===== src/rtl/dma_chan_regs_pkg.sv =====
package dma_chan_regs_pkg;

  localparam int unsigned ADDR_W = 16;
  localparam int unsigned BYTE_W = 8;
  localparam int unsigned SEL_W  = 4;

  // register select codes outside the address/count window (0..7)
  localparam logic [SEL_W-1:0] SEL_MODE     = 4'd8;
  localparam logic [SEL_W-1:0] SEL_MASK_ONE = 4'd9;
  localparam logic [SEL_W-1:0] SEL_SWREQ    = 4'd10;
  localparam logic [SEL_W-1:0] SEL_PTR_CLR  = 4'd11;
  localparam logic [SEL_W-1:0] SEL_MASK_ALL = 4'd12;

  // bit positions inside a command byte
  localparam int unsigned CMD_VAL_BIT  = 2;
  localparam int unsigned MODE_DN_BIT  = 2;
  localparam int unsigned MODE_AUT_BIT = 3;

  // per-channel write strobes produced by the host decoder
  typedef struct packed {
    logic addr_lo;
    logic addr_hi;
    logic cnt_lo;
    logic cnt_hi;
    logic mode;
  } slot_wr_t;

endpackage


===== src/rtl/dma_host_decode.sv =====
module dma_host_decode
  import dma_chan_regs_pkg::*;
#(
  parameter  int unsigned NCH  = 4,
  localparam int unsigned CH_W = $clog2(NCH)
) (
  input  logic                  clk,
  input  logic                  rst_n,
  input  logic                  wr_en,
  input  logic [SEL_W-1:0]      wr_sel,
  input  logic [BYTE_W-1:0]     wr_data,
  output slot_wr_t [NCH-1:0]    slot_wr,
  output logic [NCH-1:0]        mask_set,
  output logic [NCH-1:0]        mask_clr,
  output logic [NCH-1:0]        req_set,
  output logic [NCH-1:0]        req_clr,
  output logic                  byte_ptr
);

  logic ptr_q;
  logic word_wr;
  logic mode_wr;
  logic mask_one_wr;
  logic mask_all_wr;
  logic swreq_wr;
  logic ptr_clr;

  // address/count window is select codes 0..7; bit 2 picks count
  assign word_wr     = wr_en && !wr_sel[SEL_W-1];
  assign mode_wr     = wr_en && (wr_sel == SEL_MODE);
  assign mask_one_wr = wr_en && (wr_sel == SEL_MASK_ONE);
  assign mask_all_wr = wr_en && (wr_sel == SEL_MASK_ALL);
  assign swreq_wr    = wr_en && (wr_sel == SEL_SWREQ);
  assign ptr_clr     = wr_en && (wr_sel == SEL_PTR_CLR);

  always_ff @(posedge clk or negedge rst_n) begin
    if (!rst_n) begin
      ptr_q <= 1'b0;
    end else if (ptr_clr) begin
      ptr_q <= 1'b0;
    end else if (word_wr) begin
      ptr_q <= ~ptr_q;
    end
  end

  assign byte_ptr = ptr_q;

  for (genvar c = 0; c < NCH; c++) begin : g_ch
    logic sel_hit;
    logic cmd_hit;

    assign sel_hit = (wr_sel[CH_W-1:0] == CH_W'(c));
    assign cmd_hit = (wr_data[CH_W-1:0] == CH_W'(c));

    assign slot_wr[c].addr_lo = word_wr && !wr_sel[2] && sel_hit && !ptr_q;
    assign slot_wr[c].addr_hi = word_wr && !wr_sel[2] && sel_hit &&  ptr_q;
    assign slot_wr[c].cnt_lo  = word_wr &&  wr_sel[2] && sel_hit && !ptr_q;
    assign slot_wr[c].cnt_hi  = word_wr &&  wr_sel[2] && sel_hit &&  ptr_q;
    assign slot_wr[c].mode    = mode_wr && cmd_hit;

    assign mask_set[c] = (mask_one_wr && cmd_hit &&  wr_data[CMD_VAL_BIT])
                       || (mask_all_wr &&  wr_data[c]);
    assign mask_clr[c] = (mask_one_wr && cmd_hit && !wr_data[CMD_VAL_BIT])
                       || (mask_all_wr && !wr_data[c]);
    assign req_set[c]  = swreq_wr && cmd_hit &&  wr_data[CMD_VAL_BIT];
    assign req_clr[c]  = swreq_wr && cmd_hit && !wr_data[CMD_VAL_BIT];
  end

endmodule


===== src/rtl/dma_chan_slot.sv =====
module dma_chan_slot
  import dma_chan_regs_pkg::*;
(
  input  logic              clk,
  input  logic              rst_n,
  input  slot_wr_t          wr,
  input  logic [BYTE_W-1:0] wr_data,
  input  logic              step,
  output logic [ADDR_W-1:0] cur_addr,
  output logic              tc_hit,
  output logic              tc_to_mask
);

  localparam int unsigned HI = ADDR_W - 1;
  localparam int unsigned LO = BYTE_W;

  logic [ADDR_W-1:0] base_a_q, cur_a_q, base_c_q, cur_c_q;
  logic [ADDR_W-1:0] base_a_d, cur_a_d, base_c_d, cur_c_d;
  logic              down_q, auto_q;

  assign tc_hit     = step && (cur_c_q == '0);
  assign tc_to_mask = tc_hit && !auto_q;

  always_comb begin
    base_a_d = base_a_q;
    base_c_d = base_c_q;
    cur_a_d  = cur_a_q;
    cur_c_d  = cur_c_q;

    if (step) begin
      if (tc_hit && auto_q) begin
        cur_a_d = base_a_q;
        cur_c_d = base_c_q;
      end else begin
        cur_a_d = down_q ? (cur_a_q - ADDR_W'(1)) : (cur_a_q + ADDR_W'(1));
        cur_c_d = cur_c_q - ADDR_W'(1);
      end
    end

    // host byte overrides the stepped value of the same half
    if (wr.addr_lo) begin
      cur_a_d[LO-1:0]  = wr_data;
      base_a_d[LO-1:0] = wr_data;
    end
    if (wr.addr_hi) begin
      cur_a_d[HI:LO]  = wr_data;
      base_a_d[HI:LO] = wr_data;
    end
    if (wr.cnt_lo) begin
      cur_c_d[LO-1:0]  = wr_data;
      base_c_d[LO-1:0] = wr_data;
    end
    if (wr.cnt_hi) begin
      cur_c_d[HI:LO]  = wr_data;
      base_c_d[HI:LO] = wr_data;
    end
  end

  always_ff @(posedge clk or negedge rst_n) begin
    if (!rst_n) begin
      base_a_q <= '0;
      cur_a_q  <= '0;
      base_c_q <= '0;
      cur_c_q  <= '0;
    end else begin
      base_a_q <= base_a_d;
      cur_a_q  <= cur_a_d;
      base_c_q <= base_c_d;
      cur_c_q  <= cur_c_d;
    end
  end

  always_ff @(posedge clk or negedge rst_n) begin
    if (!rst_n) begin
      down_q <= 1'b0;
      auto_q <= 1'b0;
    end else if (wr.mode) begin
      down_q <= wr_data[MODE_DN_BIT];
      auto_q <= wr_data[MODE_AUT_BIT];
    end
  end

  assign cur_addr = cur_a_q;

endmodule


===== src/rtl/dma_req_gate.sv =====
module dma_req_gate #(
  parameter int unsigned NCH = 4
) (
  input  logic           clk,
  input  logic           rst_n,
  input  logic [NCH-1:0] mask_set,
  input  logic [NCH-1:0] mask_clr,
  input  logic [NCH-1:0] req_set,
  input  logic [NCH-1:0] req_clr,
  input  logic [NCH-1:0] tc_mask,
  input  logic [NCH-1:0] tc_hit,
  input  logic [NCH-1:0] hw_req,
  output logic [NCH-1:0] chan_en,
  output logic [NCH-1:0] mask_q,
  output logic [NCH-1:0] req_q
);

  logic [NCH-1:0] mask_d, req_d;

  // host command first, terminal-count action on top
  always_comb begin
    mask_d = ((mask_q | mask_set) & ~mask_clr) | tc_mask;
    req_d  = ((req_q | req_set) & ~req_clr) & ~tc_hit;
  end

  always_ff @(posedge clk or negedge rst_n) begin
    if (!rst_n) begin
      mask_q <= '1;
      req_q  <= '0;
    end else begin
      mask_q <= mask_d;
      req_q  <= req_d;
    end
  end

  assign chan_en = (hw_req & ~mask_q) | req_q;

endmodule


===== src/rtl/dma_chan_regs.sv =====
module dma_chan_regs
  import dma_chan_regs_pkg::*;
#(
  parameter  int unsigned NCH  = 4,
  localparam int unsigned CH_W = $clog2(NCH)
) (
  input  logic              clk,
  input  logic              rst_n,
  input  logic              wr_en,
  input  logic [SEL_W-1:0]  wr_sel,
  input  logic [BYTE_W-1:0] wr_data,
  input  logic [CH_W-1:0]   xfer_sel,
  input  logic              xfer_pulse,
  input  logic [NCH-1:0]    hw_req,
  output logic [ADDR_W-1:0] cur_addr,
  output logic              tc,
  output logic [NCH-1:0]    chan_en
);

  slot_wr_t [NCH-1:0]  slot_wr;
  logic [NCH-1:0]      mask_set, mask_clr, req_set, req_clr;
  logic [NCH-1:0]      step, tc_hit, tc_mask;
  logic [NCH-1:0]      mask_q, req_q;
  logic                byte_ptr;
  logic [ADDR_W-1:0]   slot_addr [NCH];
  logic                tc_q;

  dma_host_decode #(.NCH(NCH)) u_dec (
    .clk      (clk),
    .rst_n    (rst_n),
    .wr_en    (wr_en),
    .wr_sel   (wr_sel),
    .wr_data  (wr_data),
    .slot_wr  (slot_wr),
    .mask_set (mask_set),
    .mask_clr (mask_clr),
    .req_set  (req_set),
    .req_clr  (req_clr),
    .byte_ptr (byte_ptr)
  );

  for (genvar c = 0; c < NCH; c++) begin : g_slot
    assign step[c] = xfer_pulse && (xfer_sel == CH_W'(c));

    dma_chan_slot u_slot (
      .clk        (clk),
      .rst_n      (rst_n),
      .wr         (slot_wr[c]),
      .wr_data    (wr_data),
      .step       (step[c]),
      .cur_addr   (slot_addr[c]),
      .tc_hit     (tc_hit[c]),
      .tc_to_mask (tc_mask[c])
    );
  end

  dma_req_gate #(.NCH(NCH)) u_gate (
    .clk      (clk),
    .rst_n    (rst_n),
    .mask_set (mask_set),
    .mask_clr (mask_clr),
    .req_set  (req_set),
    .req_clr  (req_clr),
    .tc_mask  (tc_mask),
    .tc_hit   (tc_hit),
    .hw_req   (hw_req),
    .chan_en  (chan_en),
    .mask_q   (mask_q),
    .req_q    (req_q)
  );

  always_ff @(posedge clk or negedge rst_n) begin
    if (!rst_n) begin
      tc_q <= 1'b0;
    end else begin
      tc_q <= |tc_hit;
    end
  end

  assign tc       = tc_q;
  assign cur_addr = slot_addr[xfer_sel];

endmodule


===== config.mk =====
export PLATFORM = sky130hd
export DESIGN_NAME = dma_chan_regs
export DESIGN_NICKNAME = d
export VERILOG_FILES = /design/src/rtl/dma_chan_regs_pkg.sv /design/src/rtl/dma_host_decode.sv /design/src/rtl/dma_chan_slot.sv /design/src/rtl/dma_req_gate.sv /design/src/rtl/dma_chan_regs.sv
export SDC_FILE = /design/constraint.sdc
export NUM_CORES = 1
export LEC_CHECK = 0
export ABC_AREA = 1
export CELL_PAD_IN_SITES_DETAIL_PLACEMENT = 0
export CELL_PAD_IN_SITES_GLOBAL_PLACEMENT = 1
export CORE_MARGIN = 5
export CORE_UTILIZATION = 28
export CTS_CLUSTER_DIAMETER = 50
export DETAILED_ROUTE_END_ITERATION = 16
export MAX_ROUTING_LAYER = met4
export PLACE_DENSITY = 0.58
export SYNTH_ARGS = -nofsm -noshare
export SYNTH_HDL_FRONTEND = slang
export SYNTH_SLANG_ARGS = --single-unit

===== constraint.sdc =====
create_clock -name clk -period 1.9 [get_ports clk]
set_input_delay 0.38 -clock clk [delete_from_list [all_inputs] [get_ports clk]]
set_output_delay 0.38 -clock clk [all_outputs]
set_load 0.02 [all_outputs]

==> impl_metrics.py, run 1 <==
metrics = {
    "run_status": {
        "outcome": "finished, violations left",
        "violations": "negative setup slack",
    },
    "sta": {
        "whs_ns": 0.268,
        "finalMaxSlewViolations": 0,
        "rsz0062_at_grt": "yes",
        "timing.setup.tns_ns": -0.799,
        "fin_ws_ns": -0.103,
        "fin_worst_skew_ns": 0.0245,
        "fin_crit_sh": 1.05,
        "worst_slew_pin_slew_ns": 0.494,
        "worst_slew_margin_rel": 0.670,
        "min_period_ns": 2.00,
        "max_freq_mhz": 499,
        "setup_viol": 19,
        "hold_violations": 0,
    },
    "global_route": {
        "grt_pass1_wl_um": 110000,
        "grt_max_degree": 55,
        "first_global_vias": 19200,
        "overflow": 0,
        "track_usage": 0.199,
        "grt_antenna_before_repair": 1,
    },
    "setup_path": {
        "r2r_start": "g_slot[0].u_slot.down_q$_DFFE_PN0P_",
        "r2r_slack_ns": -0.03,
        "crit_chain": "buf_6 > a22oi_2 > o221ai_2 > buf_4",
        "cp_num_buf_inv": 2,
        "r2r_cells": 12,
        "path_max_fanout": 2,
        "cpPeakStageDelay_ns": 0.45,
        "cp-end-kind": "primary output",
        "critPathTopFamily": "flip-flops",
        "critical-path-slowest-cell": "dfrtp_2",
        "path_class": "flop to primary output",
        "required_ns": 1.52,
        "arrival_ns": 1.62,
        "worstSetupStartpointType": "flop",
        "timing.rr.end": "g_slot[0].u_slot.cur_addr[14]$_DFFE_PN0P_",
    },
    "floorplanning": {
        "fp-row-count": 94,
        "die_w_um": 269,
        "io_pins": 43,
        "core-area_um2": 66100,
        "die_area_um2": 72200,
        "initial_core_util": 0.283,
        "die-height_um": 269,
    },
    "synthesis": {
        "yosys_register_bits": 274,
        "yosys_warnings": 0,
        "ys_seq_area_frac": 0.366,
        "synth-xor-area-share": 0.0182,
        "synth_top_family_by_area": "simple AND/OR/NAND/NOR gates",
        "synth_cell_types": 42,
        "ys_top_cells_by_area": "dfrtp_1, nand2_1, inv_1",
        "synth_area_per_cell_um2": 6.62,
        "synth_compound_area_frac": 0.106,
        "yosysTopAreaCellShare": 0.361,
        "synthesis.nets": 2920,
        "synth_edf_count": 0,
        "ys_async_sr_fraction": 1.00,
        "syn_inst": 2830,
        "synth_fa_ha_area_frac": 0.0470,
        "ys.flop_type": "dfrtp_1",
        "yosys.area_share.simple": 0.350,
        "synth.cell_area_um2": 18700,
        "synthMuxAreaShare": 0,
        "yosysTopAreaCell": "dfrtp_1",
    },
    "drt": {
        "drtIter0Drc": 1311,
        "viasPerCell": 4.69,
        "wire_per_inst_um": 17.1,
        "drtPass1Iterations": 5,
        "vias": 19500,
        "finalWirelength_um": 71400,
        "drc": 0,
        "antenna_left": 0,
    },
    "place": {
        "dpl.hpwl_um": 53000,
        "gp_congestion": 0.881,
        "place_area_um2": 22800,
        "port_buffers": 42,
    },
    "cells_and_area": {
        "fillers": 6823,
        "area_growth_pct": 43.9,
        "drive_gt1_frac": 0.270,
        "final_area_um2": 27000,
        "final_nets": 3343,
        "fin_util": 0.408,
    },
    "cts": {
        "cts_tree": "yes",
        "cts.sinks": 274,
        "clockBufferDepth": 3,
        "clk_pin_slew_ns": 0.05,
        "cts-root-buf": "clkbuf_16",
        "cts_made_buffers": 51,
        "worstSkewPairLatency_ns": 0.60,
        "htree_levels": 2,
    },
    "min_path": {
        "min_path_type": "input pin to asynchronous set/reset pin",
    },
    "pwr": {
        "p_per_area_nw_per_um2": 1350,
        "vdd_ir_drop_max_uv": 570,
        "p_leak_nw": 14.3,
        "power_mw": 36.5,
    },
    "flow_run": {
        "cap_viol_max_count": 0,
    },
}
state kept, by name (all words and copies together) (netlist names):
signal and flops:
g_slot.u_slot.base_a_q 64, g_slot.u_slot.base_c_q 64, g_slot.u_slot.cur_addr 64, g_slot.u_slot.cur_c_q 64
g_slot.u_slot.auto_q 4, g_slot.u_slot.down_q 4, u_gate.mask_q 4, u_gate.req_q 4
tc 1, u_dec.byte_ptr 1
synth_stat cells (19+ instances only):
cell         n
buf_2       28
o21ai_0    147
o211ai_1    30
nand4_1     19
ha_1        64
o21bai_1    34
o21ai_1     25
nand3_1    234
inv_1      461
xor2_1      23
nand2_1   1059
nor2_1     185
dfrtp_1    270
clkbuf_1    25
a21oi_1     65
repair_timing:
item                                   CTS  global route
hold buffers                             1             0
resized for setup                      217           316
pin swaps                               22            87
setup endpoints to repair               64           129
setup buffers                           28            29
gates cloned                             1             3
endpoints found under the hold margin   31             0
cell families after synthesis:
family	count (synthesis)
and+or+nand+nor	1571
DFF	274
buffers and inverters	535
adders and majority gates	68
AOI/OAI and AO/OA	343
xor gates and xnor gates	39
metal layers:
layer / GRT usage / vias up / routed length [um]
met5: - / - / 0
met4: 0.0526 / 0 / 1970
met3: 0.0325 / 114 / 3230
met2: 0.312 / 351 / 32400
met1: 0.270 / 9288 / 33800
li1: - / 9778 / -
worst max-delay path by stage:
stage                                                         start            to  slack, ns  depth (start not counted)
final                      g_slot[0].u_slot.cur_addr[0]$_DFFE_PN0P_   cur_addr[0]      -0.10                          4
after CTS                 g_slot[0].u_slot.cur_addr[10]$_DFFE_PN0P_  cur_addr[10]      -0.15                          3
after global placement                                  xfer_sel[1]   cur_addr[0]      -0.76                          5
after detailed placement                                xfer_sel[1]  cur_addr[14]      -0.79                          5
after floorplan                                         xfer_sel[0]   cur_addr[3]       0.02                          6
after global routing      g_slot[0].u_slot.cur_addr[14]$_DFFE_PN0P_  cur_addr[14]      -0.15                          3
area by class of cell:
cell class | instances | area, um2 | area share
well taps | 864 | 1080 | 0.0401
multi-input cells | 2022 | 11500 | 0.426
clock buffers | 60 | 1350 | 0.0501
flip-flops and latches | 274 | 6910 | 0.256
clock inverters | 36 | 462 | 0.0171
diodes | 1 | 2.50 | 0.0000928
inverters | 471 | 1780 | 0.0659
repair buffers | 433 | 3880 | 0.144
where the power goes:
part / internal [mW] / total [mW] / switching (mW)
Combinational: 7.60 / 16.7 / 9.10
Clock: 6.24 / 9.74 / 3.50
Sequential: 7.90 / 10.1 / 2.17
Total: 21.7 / 36.5 / 14.8
cells in the final DEF, fill, tap and decap left out, drive strengths merged, types with 63 or more instances in the layout:
cell and n:
nand2 1063, inv 475, buf 409, dfrtp 270, nand3 242, nor2 205, o21ai 172, a21oi 65
ha 64, clkbuf 63
per-stage QoR:
stage / cells / worst slack [ns]
finish: 4161 / -0.103
global route: 4160 / -0.153
CTS: 4129 / -0.150
detailed placement: 4005 / -0.787
global placement: 4005 / -0.757
floorplan: 2830 / 0.0190
No activity file was read; power rests on OpenSTA's default activity.
==> run 2: changes to the inputs <==
--- a/config.mk
+++ b/config.mk
@@ -12,8 +12,9 @@
 export CORE_UTILIZATION = 28
 export CTS_CLUSTER_DIAMETER = 50
 export DETAILED_ROUTE_END_ITERATION = 16
+export GPL_ROUTABILITY_DRIVEN = 0
 export MAX_ROUTING_LAYER = met4
-export PLACE_DENSITY = 0.58
+export PLACE_DENSITY = 0.56
 export SYNTH_ARGS = -nofsm -noshare
 export SYNTH_HDL_FRONTEND = slang
 export SYNTH_SLANG_ARGS = --single-unit
==> constraint.sdc (replaced) <==
create_clock -name clk -period 1.8 [get_ports clk]
set_input_delay 0.36 -clock clk [delete_from_list [all_inputs] [get_ports clk]]
set_output_delay 0.36 -clock clk [all_outputs]
set_load 0.02 [all_outputs]
==> run 2 against run 1 <==
Against the previous run: the run still ends with negative setup slack left; sequential share of layout area decreased by 2.0 points; die area did not move; via count up 2.5%; largest cell class unchanged; clock power increased by 7%; utilization up 3.5 points.
==> impl_metrics.py, run 2 (synthesis gave the netlist of run 1 again) <==
metrics = {
    "run_status": {
        "outcome": "finished, violations left",
        "violations": "negative setup slack",
    },
    "floorplanning": {
        "die_area_um2": 72200,
        "io_pins": 43,
        "die-height_um": 269,
        "core-area_um2": 66100,
        "fp-row-count": 94,
        "initial_core_util": 0.283,
        "die_w_um": 269,
    },
    "drt": {
        "drtPass1Iterations": 5,
        "vias": 20000,
        "drc": 0,
        "drtIter0Drc": 1372,
        "finalWirelength_um": 76300,
        "wire_per_inst_um": 17.9,
        "viasPerCell": 4.70,
        "antenna_left": 0,
    },
    "sta": {
        "rsz0062_at_grt": "yes",
        "hold_violations": 0,
        "fin_crit_sh": 1.11,
        "setup_viol": 60,
        "finalMaxSlewViolations": 0,
        "worst_slew_margin_rel": 0.583,
        "fin_worst_skew_ns": 0.0374,
        "fin_ws_ns": -0.196,
        "min_period_ns": 2.00,
        "max_freq_mhz": 501,
        "worst_slew_pin_slew_ns": 0.625,
    },
    "cells_and_area": {
        "diodes": 0,
        "final_common_cell": "nand2_1",
        "fin_util": 0.442,
        "area_growth_pct": 56.1,
        "drive_gt1_frac": 0.349,
        "layout_common_cells": "nand2_1, inv_1, buf_4",
        "layout.cells.non_filler": 4259,
        "final_nets": 3443,
    },
    "setup_path": {
        "cpPeakStageDelay_ns": 0.44,
        "path_max_fanout": 2,
        "crit_chain": "buf_12 > a22oi_2 > o221ai_2 > buf_4",
        "r2r_cells": 14,
        "critical-path-slowest-cell": "dfrtp_2",
        "required_ns": 1.44,
        "r2r_slack_ns": -0.18,
        "path_class": "flop to primary output",
        "arrival_ns": 1.64,
        "cp-end-kind": "primary output",
        "cp_num_buf_inv": 2,
        "critPathTopFamily": "flip-flops",
        "worstSetupStartpointType": "flop",
        "r2r_start": "g_slot[2].u_slot.down_q$_DFFE_PN0P_",
        "timing.rr.end": "g_slot[2].u_slot.cur_addr[14]$_DFFE_PN0P_",
    },
    "min_path": {
        "min_path_type": "input pin to asynchronous set/reset pin",
    },
    "global_route": {
        "grt_antenna_before_repair": 1,
        "track_usage": 0.210,
        "grt_pass1_wl_um": 115000,
        "overflow": 0,
        "grt_max_degree": 54,
        "first_global_vias": 19600,
    },
    "cts": {
        "cts.sinks": 274,
        "htree_levels": 2,
        "worstSkewPairLatency_ns": 0.61,
        "cts_tree": "yes",
        "cts-root-buf": "clkbuf_16",
        "clk_pin_slew_ns": 0.05,
        "cts_made_buffers": 53,
        "clockBufferDepth": 3,
    },
    "pwr": {
        "p_leak_nw": 15.6,
        "vdd_ir_drop_max_uv": 762,
        "p_per_area_nw_per_um2": 1440,
    },
    "place": {
        "dpl.hpwl_um": 54600,
        "port_buffers": 42,
        "dpl.cell_count": 4073,
    },
    "flow_run": {
        "cap_viol_max_count": 0,
    },
}
[run 2: cell types whose count changed in the layout (fill, tap and decap cells not counted), moves of 22 or more]
| cell | change |
|---|---|
| buf_4 | +63 |
| nand2_2 | +41 |
| nand2_4 | +45 |
| nor2_1 | -22 |
| nand3_2 | +27 |
| inv_1 | -26 |
| nand2_1 | -86 |
| nand3_1 | -35 |
[run 2: how the worst max path moves through the flow]
| stage | cells past startpoint | slack [ns] | end | start |
|---|---|---|---|---|
| after global placement | 6 | -0.66 | cur_addr[9] | xfer_sel[1] |
| after global routing | 14 | -0.26 | g_slot[1].u_slot.cur_addr[15]$_DFFE_PN0P_ | g_slot[1].u_slot.down_q$_DFFE_PN0P_ |
| after CTS | 4 | -0.23 | cur_addr[0] | g_slot[0].u_slot.cur_addr[0]$_DFFE_PN0P_ |
| after floorplan | 8 | 0.007 | g_slot[1].u_slot.cur_addr[12]$_DFFE_PN0P_ | g_slot[1].u_slot.down_q$_DFFE_PN0P_ |
| after detailed placement | 6 | -0.71 | cur_addr[13] | xfer_sel[1] |
| final | 4 | -0.20 | cur_addr[1] | g_slot[0].u_slot.cur_addr[1]$_DFFE_PN0P_ |
[run 2: per-stage QoR]
stage	setup TNS, ns	area [um2]	power, mW	hold slack (ns)	setup WS [ns]
floorplan	0	18700	18.4	0.0644	0.00685
global placement	-123.19	23400	25.2	0.310	-0.662
detailed placement	-129.02	23400	25.3	0.308	-0.708
CTS	-5.49	27600	39.8	0.259	-0.235
global route	-11.10	29200	44.8	0.311	-0.258
finish	-5.53	29200	42.0	0.285	-0.196
[run 2: cell type report]
| cell class | instances | area (um2) |
|---|---|---|
| fill | 6546 | 36900 |
| multi-input combinational | 2022 | 12600 |
| sequential | 274 | 6900 |
| timing repair buffer | 531 | 4990 |
| inverter | 471 | 1790 |
| clock buffer | 66 | 1460 |
| tap | 864 | 1080 |
| clock inverter | 31 | 400 |
[run 2: report_power, final]
group          internal (mW)  switching, mW  total, mW
Clock                   6.74           3.62       10.4
Combinational           9.69           11.4       21.1
Sequential              8.34           2.20       10.5
[run 2: metal layers]
layer	up-vias	global-route usage	routed length [um]
li1	9977	-	-
met1	9486	0.289	36100
met2	412	0.326	34200
met3	148	0.0266	3250
met4	0	0.0634	2710
met5	-	-	0
[run 2: what timing repair did]
item | 4_1_cts | 5_1_grt
hold endpoints to repair | 28 | 0
pin swaps | 145 | 214
hold buffers | 1 | 0
endpoints found under the setup margin | 86 | 138
gates cloned | 4 | 10
resized for setup | 531 | 313
buffers inserted | 55 | 24
